## src/rtl/rxf_pkg.sv

```systemverilog
package rxf_pkg;

    typedef enum logic [2:0] {
        PH_IDLE = 3'd0,
        PH_ADDR = 3'd1,
        PH_TAG  = 3'd2,
        PH_TYPE = 3'd3,
        PH_PAY  = 3'd4,
        PH_DROP = 3'd5
    } phase_e;

endpackage

```

## src/rtl/rxf_cfg_sel.sv

```systemverilog
module rxf_cfg_sel #(
    parameter int MAC_W  = 48,
    parameter int TYPE_W = 16
) (
    input  logic              use_reg,
    input  logic [MAC_W-1:0]  a_local,
    input  logic [MAC_W-1:0]  a_remote,
    input  logic [TYPE_W-1:0] a_type,
    input  logic              a_bcast,
    input  logic              a_any,
    input  logic [MAC_W-1:0]  b_local,
    input  logic [MAC_W-1:0]  b_remote,
    input  logic [TYPE_W-1:0] b_type,
    input  logic              b_bcast,
    input  logic              b_any,
    output logic [MAC_W-1:0]  s_local,
    output logic [MAC_W-1:0]  s_remote,
    output logic [TYPE_W-1:0] s_type,
    output logic              s_bcast,
    output logic              s_any
);
    // whole-set switch: never mixes fields of the two sets
    always_comb begin
        if (use_reg) begin
            s_local  = b_local;
            s_remote = b_remote;
            s_type   = b_type;
            s_bcast  = b_bcast;
            s_any    = b_any;
        end else begin
            s_local  = a_local;
            s_remote = a_remote;
            s_type   = a_type;
            s_bcast  = a_bcast;
            s_any    = a_any;
        end
    end
endmodule

```

## src/rtl/rxf_word_cmp.sv

```systemverilog
module rxf_word_cmp #(
    parameter int DATA_W = 16,
    parameter int MAC_W  = 48,
    parameter int IDX_W  = 3
) (
    input  logic [DATA_W-1:0] word,
    input  logic [MAC_W-1:0]  mac,
    input  logic [IDX_W-1:0]  idx,
    output logic              eq
);
    localparam int WORDS = MAC_W / DATA_W;

    // word 0 is the most significant slice (network order)
    always_comb begin
        eq = 1'b0;
        for (int w = 0; w < WORDS; w++) begin
            if (idx == IDX_W'(w)) begin
                eq = (word == mac[(WORDS-1-w)*DATA_W +: DATA_W]);
            end
        end
    end
endmodule

```

## src/rtl/rxf_parse.sv

```systemverilog
module rxf_parse
    import rxf_pkg::*;
#(
    parameter int               DATA_W    = 16,
    parameter int               MAC_W     = 48,
    parameter int               TAG_WORDS = 1,
    parameter logic [DATA_W-1:0] TPID     = 16'h8100,
    parameter int               IDX_W     = 3
) (
    input  logic              clk,
    input  logic              rst_n,
    input  logic              in_valid,
    input  logic [DATA_W-1:0] in_data,
    input  logic              in_sof,
    input  logic              in_eof,
    input  logic [DATA_W-1:0] sel_type,
    input  logic              sel_bcast,
    input  logic              sel_any,
    input  logic              loc_eq,
    input  logic              rem_eq,
    output logic [IDX_W-1:0]  loc_idx,
    output logic [IDX_W-1:0]  rem_idx,
    output logic              out_valid,
    output logic [DATA_W-1:0] out_data,
    output logic              out_sof,
    output logic              out_eof,
    output logic              dec_valid,
    output logic              dec_accept
);
    localparam int MACW   = MAC_W / DATA_W;
    localparam int TAG_CW = $clog2(TAG_WORDS + 1);

    typedef struct packed {
        phase_e              phase;
        logic [IDX_W-1:0]    idx;
        logic [TAG_CW-1:0]   tag_cnt;
        logic                tag_done;
        logic                dst_loc;
        logic                dst_bc;
        logic                src_ok;
        logic                first;
        logic                out_valid;
        logic [DATA_W-1:0]   out_data;
        logic                out_sof;
        logic                out_eof;
        logic                dec_valid;
        logic                dec_accept;
    } st_t;

    st_t q, d;
    logic verdict;

    assign loc_idx = in_sof ? '0 : q.idx;
    assign rem_idx = q.idx - IDX_W'(MACW);
    assign verdict = (q.dst_loc | (sel_bcast & q.dst_bc)) &
                     (sel_any | q.src_ok) & (in_data == sel_type);

    always_comb begin
        d            = q;
        d.out_valid  = 1'b0;
        d.out_sof    = 1'b0;
        d.out_eof    = 1'b0;
        d.dec_valid  = 1'b0;
        d.dec_accept = 1'b0;
        if (in_valid) begin
            if (in_sof) begin
                d.phase    = PH_ADDR;
                d.idx      = IDX_W'(1);
                d.tag_cnt  = '0;
                d.tag_done = 1'b0;
                d.dst_loc  = loc_eq;
                d.dst_bc   = &in_data;
                d.src_ok   = 1'b1;
                d.first    = 1'b0;
                if (in_eof) begin
                    d.dec_valid = 1'b1;
                    d.phase     = PH_IDLE;
                end
            end else begin
                unique case (q.phase)
                    PH_ADDR: begin
                        if (q.idx < IDX_W'(MACW)) begin
                            d.dst_loc = q.dst_loc & loc_eq;
                            d.dst_bc  = q.dst_bc & (&in_data);
                        end else begin
                            d.src_ok = q.src_ok & rem_eq;
                        end
                        d.idx = q.idx + IDX_W'(1);
                        if (q.idx == IDX_W'(2*MACW-1)) d.phase = PH_TYPE;
                        if (in_eof) begin
                            d.dec_valid = 1'b1;
                            d.phase     = PH_IDLE;
                        end
                    end
                    PH_TYPE: begin
                        if (!q.tag_done && in_data == TPID) begin
                            d.phase   = in_eof ? PH_IDLE : PH_TAG;
                            d.tag_cnt = '0;
                            d.dec_valid = in_eof;
                        end else begin
                            d.dec_valid  = 1'b1;
                            d.dec_accept = verdict;
                            d.first      = 1'b1;
                            if (in_eof)       d.phase = PH_IDLE;
                            else if (verdict) d.phase = PH_PAY;
                            else              d.phase = PH_DROP;
                        end
                    end
                    PH_TAG: begin
                        d.tag_cnt = q.tag_cnt + TAG_CW'(1);
                        if (q.tag_cnt == TAG_CW'(TAG_WORDS-1)) begin
                            d.phase    = PH_TYPE;
                            d.tag_done = 1'b1;
                        end
                        if (in_eof) begin
                            d.dec_valid = 1'b1;
                            d.phase     = PH_IDLE;
                        end
                    end
                    PH_PAY: begin
                        d.out_valid = 1'b1;
                        d.out_data  = in_data;
                        d.out_sof   = q.first;
                        d.first     = 1'b0;
                        if (in_eof) begin
                            d.out_eof = 1'b1;
                            d.phase   = PH_IDLE;
                        end
                    end
                    PH_DROP: begin
                        if (in_eof) d.phase = PH_IDLE;
                    end
                    default: ;
                endcase
            end
        end
    end

    always_ff @(posedge clk) begin
        if (!rst_n) q <= '0;
        else        q <= d;
    end

    assign out_valid  = q.out_valid;
    assign out_data   = q.out_data;
    assign out_sof    = q.out_sof;
    assign out_eof    = q.out_eof;
    assign dec_valid  = q.dec_valid;
    assign dec_accept = q.dec_accept;
endmodule

```

## src/rtl/rxf_filter.sv

```systemverilog
module rxf_filter #(
    parameter int                DATA_W    = 16,
    parameter int                MAC_W     = 48,
    parameter int                TAG_WORDS = 1,
    parameter logic [DATA_W-1:0] TPID      = 16'h8100
) (
    input  logic              clk,
    input  logic              rst_n,
    input  logic              in_valid,
    input  logic [DATA_W-1:0] in_data,
    input  logic              in_sof,
    input  logic              in_eof,
    input  logic [MAC_W-1:0]  cfg_local_mac,
    input  logic [MAC_W-1:0]  cfg_remote_mac,
    input  logic [DATA_W-1:0] cfg_ethertype,
    input  logic              cfg_accept_bcast,
    input  logic              cfg_any_source,
    input  logic              reg_override,
    input  logic [MAC_W-1:0]  reg_local_mac,
    input  logic [MAC_W-1:0]  reg_remote_mac,
    input  logic [DATA_W-1:0] reg_ethertype,
    input  logic              reg_accept_bcast,
    input  logic              reg_any_source,
    output logic              out_valid,
    output logic [DATA_W-1:0] out_data,
    output logic              out_sof,
    output logic              out_eof,
    output logic              dec_valid,
    output logic              dec_accept
);
    localparam int MACW  = MAC_W / DATA_W;
    localparam int IDX_W = $clog2(2*MACW + 1);

    logic [MAC_W-1:0]  s_local, s_remote;
    logic [DATA_W-1:0] s_type;
    logic              s_bcast, s_any;
    logic [IDX_W-1:0]  loc_idx, rem_idx;
    logic              loc_eq, rem_eq;

    rxf_cfg_sel #(.MAC_W(MAC_W), .TYPE_W(DATA_W)) u_sel (
        .use_reg (reg_override),
        .a_local (cfg_local_mac),  .a_remote(cfg_remote_mac), .a_type(cfg_ethertype),
        .a_bcast (cfg_accept_bcast), .a_any(cfg_any_source),
        .b_local (reg_local_mac),  .b_remote(reg_remote_mac), .b_type(reg_ethertype),
        .b_bcast (reg_accept_bcast), .b_any(reg_any_source),
        .s_local (s_local), .s_remote(s_remote), .s_type(s_type),
        .s_bcast (s_bcast), .s_any(s_any)
    );

    rxf_word_cmp #(.DATA_W(DATA_W), .MAC_W(MAC_W), .IDX_W(IDX_W)) u_cmp_loc (
        .word(in_data), .mac(s_local), .idx(loc_idx), .eq(loc_eq)
    );

    rxf_word_cmp #(.DATA_W(DATA_W), .MAC_W(MAC_W), .IDX_W(IDX_W)) u_cmp_rem (
        .word(in_data), .mac(s_remote), .idx(rem_idx), .eq(rem_eq)
    );

    rxf_parse #(
        .DATA_W(DATA_W), .MAC_W(MAC_W), .TAG_WORDS(TAG_WORDS), .TPID(TPID), .IDX_W(IDX_W)
    ) u_parse (
        .clk(clk), .rst_n(rst_n),
        .in_valid(in_valid), .in_data(in_data), .in_sof(in_sof), .in_eof(in_eof),
        .sel_type(s_type), .sel_bcast(s_bcast), .sel_any(s_any),
        .loc_eq(loc_eq), .rem_eq(rem_eq),
        .loc_idx(loc_idx), .rem_idx(rem_idx),
        .out_valid(out_valid), .out_data(out_data), .out_sof(out_sof), .out_eof(out_eof),
        .dec_valid(dec_valid), .dec_accept(dec_accept)
    );
endmodule

```

## config.mk

```make
export PLATFORM = sky130hd
export DESIGN_NAME = rxf_filter
export DESIGN_NICKNAME = d
export VERILOG_FILES = /design/src/rtl/rxf_pkg.sv /design/src/rtl/rxf_cfg_sel.sv /design/src/rtl/rxf_word_cmp.sv /design/src/rtl/rxf_parse.sv /design/src/rtl/rxf_filter.sv
export SDC_FILE = /design/constraint.sdc
export NUM_CORES = 1
export LEC_CHECK = 0
export BUFFER_PORTS_ARGS = -buffer_cell sky130_fd_sc_hd__buf_2
export CORE_AREA = 2 2 105 107
export DETAILED_ROUTE_END_ITERATION = 8
export DIE_AREA = 0 0 107 109
export GPL_TIMING_DRIVEN = 0
export PLACE_DENSITY = 0.81
export SETUP_SLACK_MARGIN = 0.15
export SLEW_MARGIN = 15
export SYNTH_ARGS = -nofsm -noshare
export SYNTH_HDL_FRONTEND = slang
export SYNTH_HIERARCHICAL = 1
export SYNTH_SLANG_ARGS = --single-unit
export TNS_END_PERCENT = 100
```

## constraint.sdc

```tcl
create_clock -name clk -period 3.9 [get_ports clk]
set_input_delay 0.39 -clock clk [delete_from_list [all_inputs] [get_ports clk]]
set_output_delay 0.39 -clock clk [all_outputs]
set_load 0.05 [all_outputs]
```

==> Word-level counts from Yosys, hierarchy flattened <==
Index checks and enable logic that the tools add are counted.
{ "word_totals": {"memories": 0, "out_inout_bits": 21, "latchBits": 0, "rom_bits": 0, "ram_bits": 0, "input_bits": 250, "ff_bits": 33} }
{ "classes": {"div_mod_pow": 0, "magnitude_cmp": 1, "multipliers": 0, "eq_ne": 25, "bitwise": 13, "muxes": 39, "n_reduce_logical": 25, "add_sub_neg": 3, "shifts": 0} }
{ "ops": {"columns": ["op", "count"], "rows": [
  ["$eq A16 B16 Y1", 7],
  ["$mux W48", 2],
  ["$mux W3", 10],
  ["$mux W19", 1],
  ["$mux W1", 18],
  ["$reduce_and A3 Y1", 6],
  ["$eq A16 B16 Y1 const B", 1],
  ["$mux W16", 1],
  ["$reduce_and A16 Y1", 1],
  ["$eq A3 B2 Y1 const B", 4],
  ["$mux W12", 1],
  ["$pmux W3 S4", 1],
  ["$eq A3 B1 Y1 const B", 3],
  ["$eq A3 B3 Y1 const B", 3],
  ["$and A1 B1 Y1", 6],
  ["$logic_not A3 Y1", 2],
  ["$pmux W1 S2", 3],
  ["$reduce_bool A2 Y1", 3],
  ["$reduce_bool A3 Y1", 2],
  ["$not A1 Y1", 5],
  ["$reduce_and A5 Y1", 1],
  ["$reduce_bool A5 Y1", 1],
  ["$reduce_or A5 Y1", 1],
  ["$mux W2", 2],
  ["other kinds (17)", 21]
]} }

==> Depth between registers and ports, before layout <==
{ "logic_depth": {"word_depth": 10, "depth_mapped": 11} }

==> Hierarchy <==
The synthesis kept the hierarchy.
{ "modules_own_cells": {"columns": ["mod", "n_inst", "seq_area_each_um2", "cells_per_inst", "area_each_um2"], "rows": [
  ["rxf_parse", 1, 660.6, 211, 1910.6],
  ["rxf_cfg_sel", 1, 0.0, 127, 1627.8],
  ["rxf_word_cmp", 2, 0.0, 69, 544.3]
]} }

==> Worst setup path after synthesis <==
Ideal clock, no wire load.
{ "synth_path": {"path_kind": "input to register", "from": "input reg_override", "to": "register u_parse/q[22] (netlist bit)", "required_ns": 3.773, "setup_time_ns": 0.127, "n_path_buf": 3, "arrival_time_ns": 2.042, "stages": 11, "setup_slack_ns": 1.731, "path_cell_list": "buf_6 -> buf_8 -> buf_6 -> mux2_4 -> xor2_1 -> nor4_1 -> nand4_1 -> nor4_1 -> or3_1 -> o31ai_1 -> a21boi_0"} }
{ "synth_between": {"elab_chain_cells": 9, "word_cells_on_any_way": 11} }
{ "synth_lines": {"columns": ["item", "line", "rtl"], "rows": [
  ["from (decl)", "rxf_filter.sv:18", "input logic reg_override,"],
  ["$mux W48", "rxf_cfg_sel.sv:24", "if (use_reg) begin"],
  ["via s_remote[44]", "rxf_filter.sv:34", "logic [MAC_W-1:0] s_local, s_remote;"],
  ["$eq A16 B16 Y1", "rxf_word_cmp.sv:18", "eq = (word == mac[(WORDS-1-w)*DATA_W +: DATA_W]);"],
  ["$mux W1 (3 in series)", "rxf_word_cmp.sv:17", "if (idx == IDX_W'(w)) begin"],
  ["via rem_eq", "rxf_filter.sv:38", "logic loc_eq, rem_eq;"],
  ["$and A1 B1 Y1", "rxf_parse.sv:86", "d.src_ok = q.src_ok & rem_eq;"],
  ["$mux W1", "rxf_parse.sv:82", "if (q.idx < IDX_W'(MACW)) begin"],
  ["$mux W3", "rxf_parse.sv:80", "unique case (q.phase)"],
  ["$mux W12", "rxf_parse.sv:66", "if (in_sof) begin"],
  ["to (signal assigned)", "rxf_parse.sv:140", "if (!rst_n) q <= '0;"],
  ["to (signal assigned)", "rxf_parse.sv:141", "else q <= d;"],
  ["to (decl)", "rxf_parse.sv:50", "st_t q, d;"]
]} }
The timed path passes the listed nets, and every way through them passes these cells. The select of a mux whose other input is x is not followed.
A chain may end at the register's enable or synchronous reset.

==> Worst setup path after layout <==
Ends and elaborated chain as after synthesis.

==> metrics.cfg <==
[status]
status=complete, no violations

[grt]
overflow=0
use_met2_pct=48.9
busiest_layer=met2
antenna_found_initial=0
grt_max_degree=12
use_met3_pct=4.78
grt_use_met1_pct=30.3
grtUsageTotal_pct=26.3
grt_pass1_wl_mm=23.4
first_global_vias=4602

[route]
vias=4588
wl_mm=15.9
drcViolationCount=0
drtIter0Drc=226
drtAntennaViolNets=0
vias_per_cell=5.14
avgRoutedWirePerCell_um=17.8
dr.pass1.iters=4

[cells_and_area]
layout-drive-gt1-share_pct=57.8
syn_to_final_growth_pct=35.4
utilization_pct=59.1
n_antenna_cell=0
num-nets-final=1003
final_cells=892
final_cell_mix=buf_2 (276), xor2_1 (65), mux2_4 (60), mux2_2 (54), xnor2_1 (48)
num-fill-cells=961
final_area_um2=6260
layout_commonest_cell=buf_2

[floorplan]
initial_core_util_pct=43.6
die_h_um=109
die_x_um=107
rows=38
core_area_um2=10600
ioPinCount=271
dieArea_um2=11700

[clocking]
clock_path_buffers=2
cts-root-buf=clkbuf_8
cts_sinks=33
hold_buffers=0
cts_made_buffers=5
cts_setup_buffers=0
htreeDepth=2
cts_tree=done
clk_pin_slew_ns=0.07
clk_latency_ns=0.29
cts.repair.resized=0

[synthesis]
syn_area_per_cell_um2=9.72
postSynth.asyncResetShare_pct=0
synth_ff_type=dfxtp_1
synth_top_area_share_pct=19.5
yosysSeqAreaShare_pct=14.3
yosys_warnings=6
yosysUniqueCellTypes=49
synth_edf_count=0
syn-cell-area_um2=4630
synth_area_leaders=mux2_4 (19%), dfxtp_1 (14%), mux2_2 (13%)
netlist_instances=476
synth_top_area_cell=mux2_4
syn_nets=728
ys_seq_elements=33

[run]
cap_violations=0

[power]
power_leakage_nw=2.97
p_per_area_nw_per_um2=198
ir_worst_vdd_uv=95.8

[min_path]
hold_class=primary input to flop

[sta]
finalHoldViolCount=0
skew_ns=0.00140
finalCritPeriodShare_pct=64.7
period_minus_slack_ns=2.52
finalSetupViolations=0
fmax_mhz=397
max_slew_margin_pct=67.4
final_max_slew_viol_count=0
setup-tns-final_ns=0
tightest_slew_ns=0.484
layout_setup_ws_ns=1.38
rsz0062_at_grt=no

[setup_path]
critPathKind=primary input to flop
start_kind=primary input
endpoint_kind=flop
cp.required_ns=4.10
cp_data_arrival_time_ns=2.72
path_max_fanout=10

[placement]
post-dp-hpwl_mm=12.6
numPortBuffers=268
gp_congestion=0.915
place_ws_ns=1.22
dpl_cell_area_um2=6140
dp.cells=884

## per-layer routing
layer,part of all wire [%],vias up
met5,0,-
met4,2.2,0
met3,7.0,30
met2,53,194
met1,38,2116
li1,-,2248
## flip-flops by register name, indices dropped and copies added (netlist names)
signal,cells
u_parse/dec_accept,1
u_parse/dec_valid,1
u_parse/out_data,16
u_parse/out_eof,1
u_parse/out_sof,1
u_parse/out_valid,1
u_parse/q,12
## per-stage QoR
step,power (mW),hold WS (ns)
5_1_grt,1.30,0.407
3_5_place_dp,0.909,0.471
2_1_floorplan,0.689,0.434
3_3_place_gp,0.900,0.452
4_1_cts,1.25,0.391
6_report,1.24,0.402
## synthesized netlist by cell type, drive strengths merged (4+ instances only)
library cell	instances
o21ai	9
and2	4
mux2i	17
nand3	10
nand4	16
nand2	10
nor2	9
or4	4
buf	34
nor4	26
mux2	114
dfxtp	33
xor2	65
xnor2	48
clkbuf	6
nor3	7
nor2b	21
inv	4
a21oi	12
## cell families after synthesis
family | synth area share (%)
simple gates | 15.8
fa+ha+maj | 0.541
flops | 14.3
mux | 36.3
compound gates | 4.95
xor+xnor | 21.4
buf+inv | 6.79
## final cells by class
cell class | instances | area, µm² | area share [%]
tap | 140 | 175 | 2.80
inverter | 4 | 15.0 | 0.240
clock inverter | 2 | 37.5 | 0.599
buffer | 40 | 299 | 4.77
multi-input combinational | 399 | 3650 | 58.3
sequential | 33 | 661 | 10.5
clock buffer | 6 | 82.6 | 1.32
timing repair buffer | 268 | 1340 | 21.4
## path summary, 6_finish.rpt
| check | cells after the start | start | to | slack [ns] |
|---|---|---|---|---|
| worst max-delay path | 11 | reg_override | u_parse/q[22] | 1.38 |
| worst min-delay path | 3 | rst_n | u_parse/q[31] | 0.40 |
| worst max register to register | 8 | u_parse/q[27] | u_parse/q[22] | 1.50 |
| worst min register to register | 2 | u_parse/q[21] | u_parse/q[21] | 0.48 |
## power breakdown
part	internal [mW]	switching, mW
registers	0.342	0.00592
logic	0.309	0.245
clock network	0.208	0.127
## worst max-delay path, stage by stage
cell	delay, ns
buf_6	0.10
buf_8	0.16
buf_6	0.19
mux2_4	0.34
xor2_1	0.14
nor4_1	0.34
nand4_1	0.13
nor4_1	0.39
or3_1	0.22
o31ai_1	0.08
a21boi_0	0.22
(Power assumes the default switching activity.)
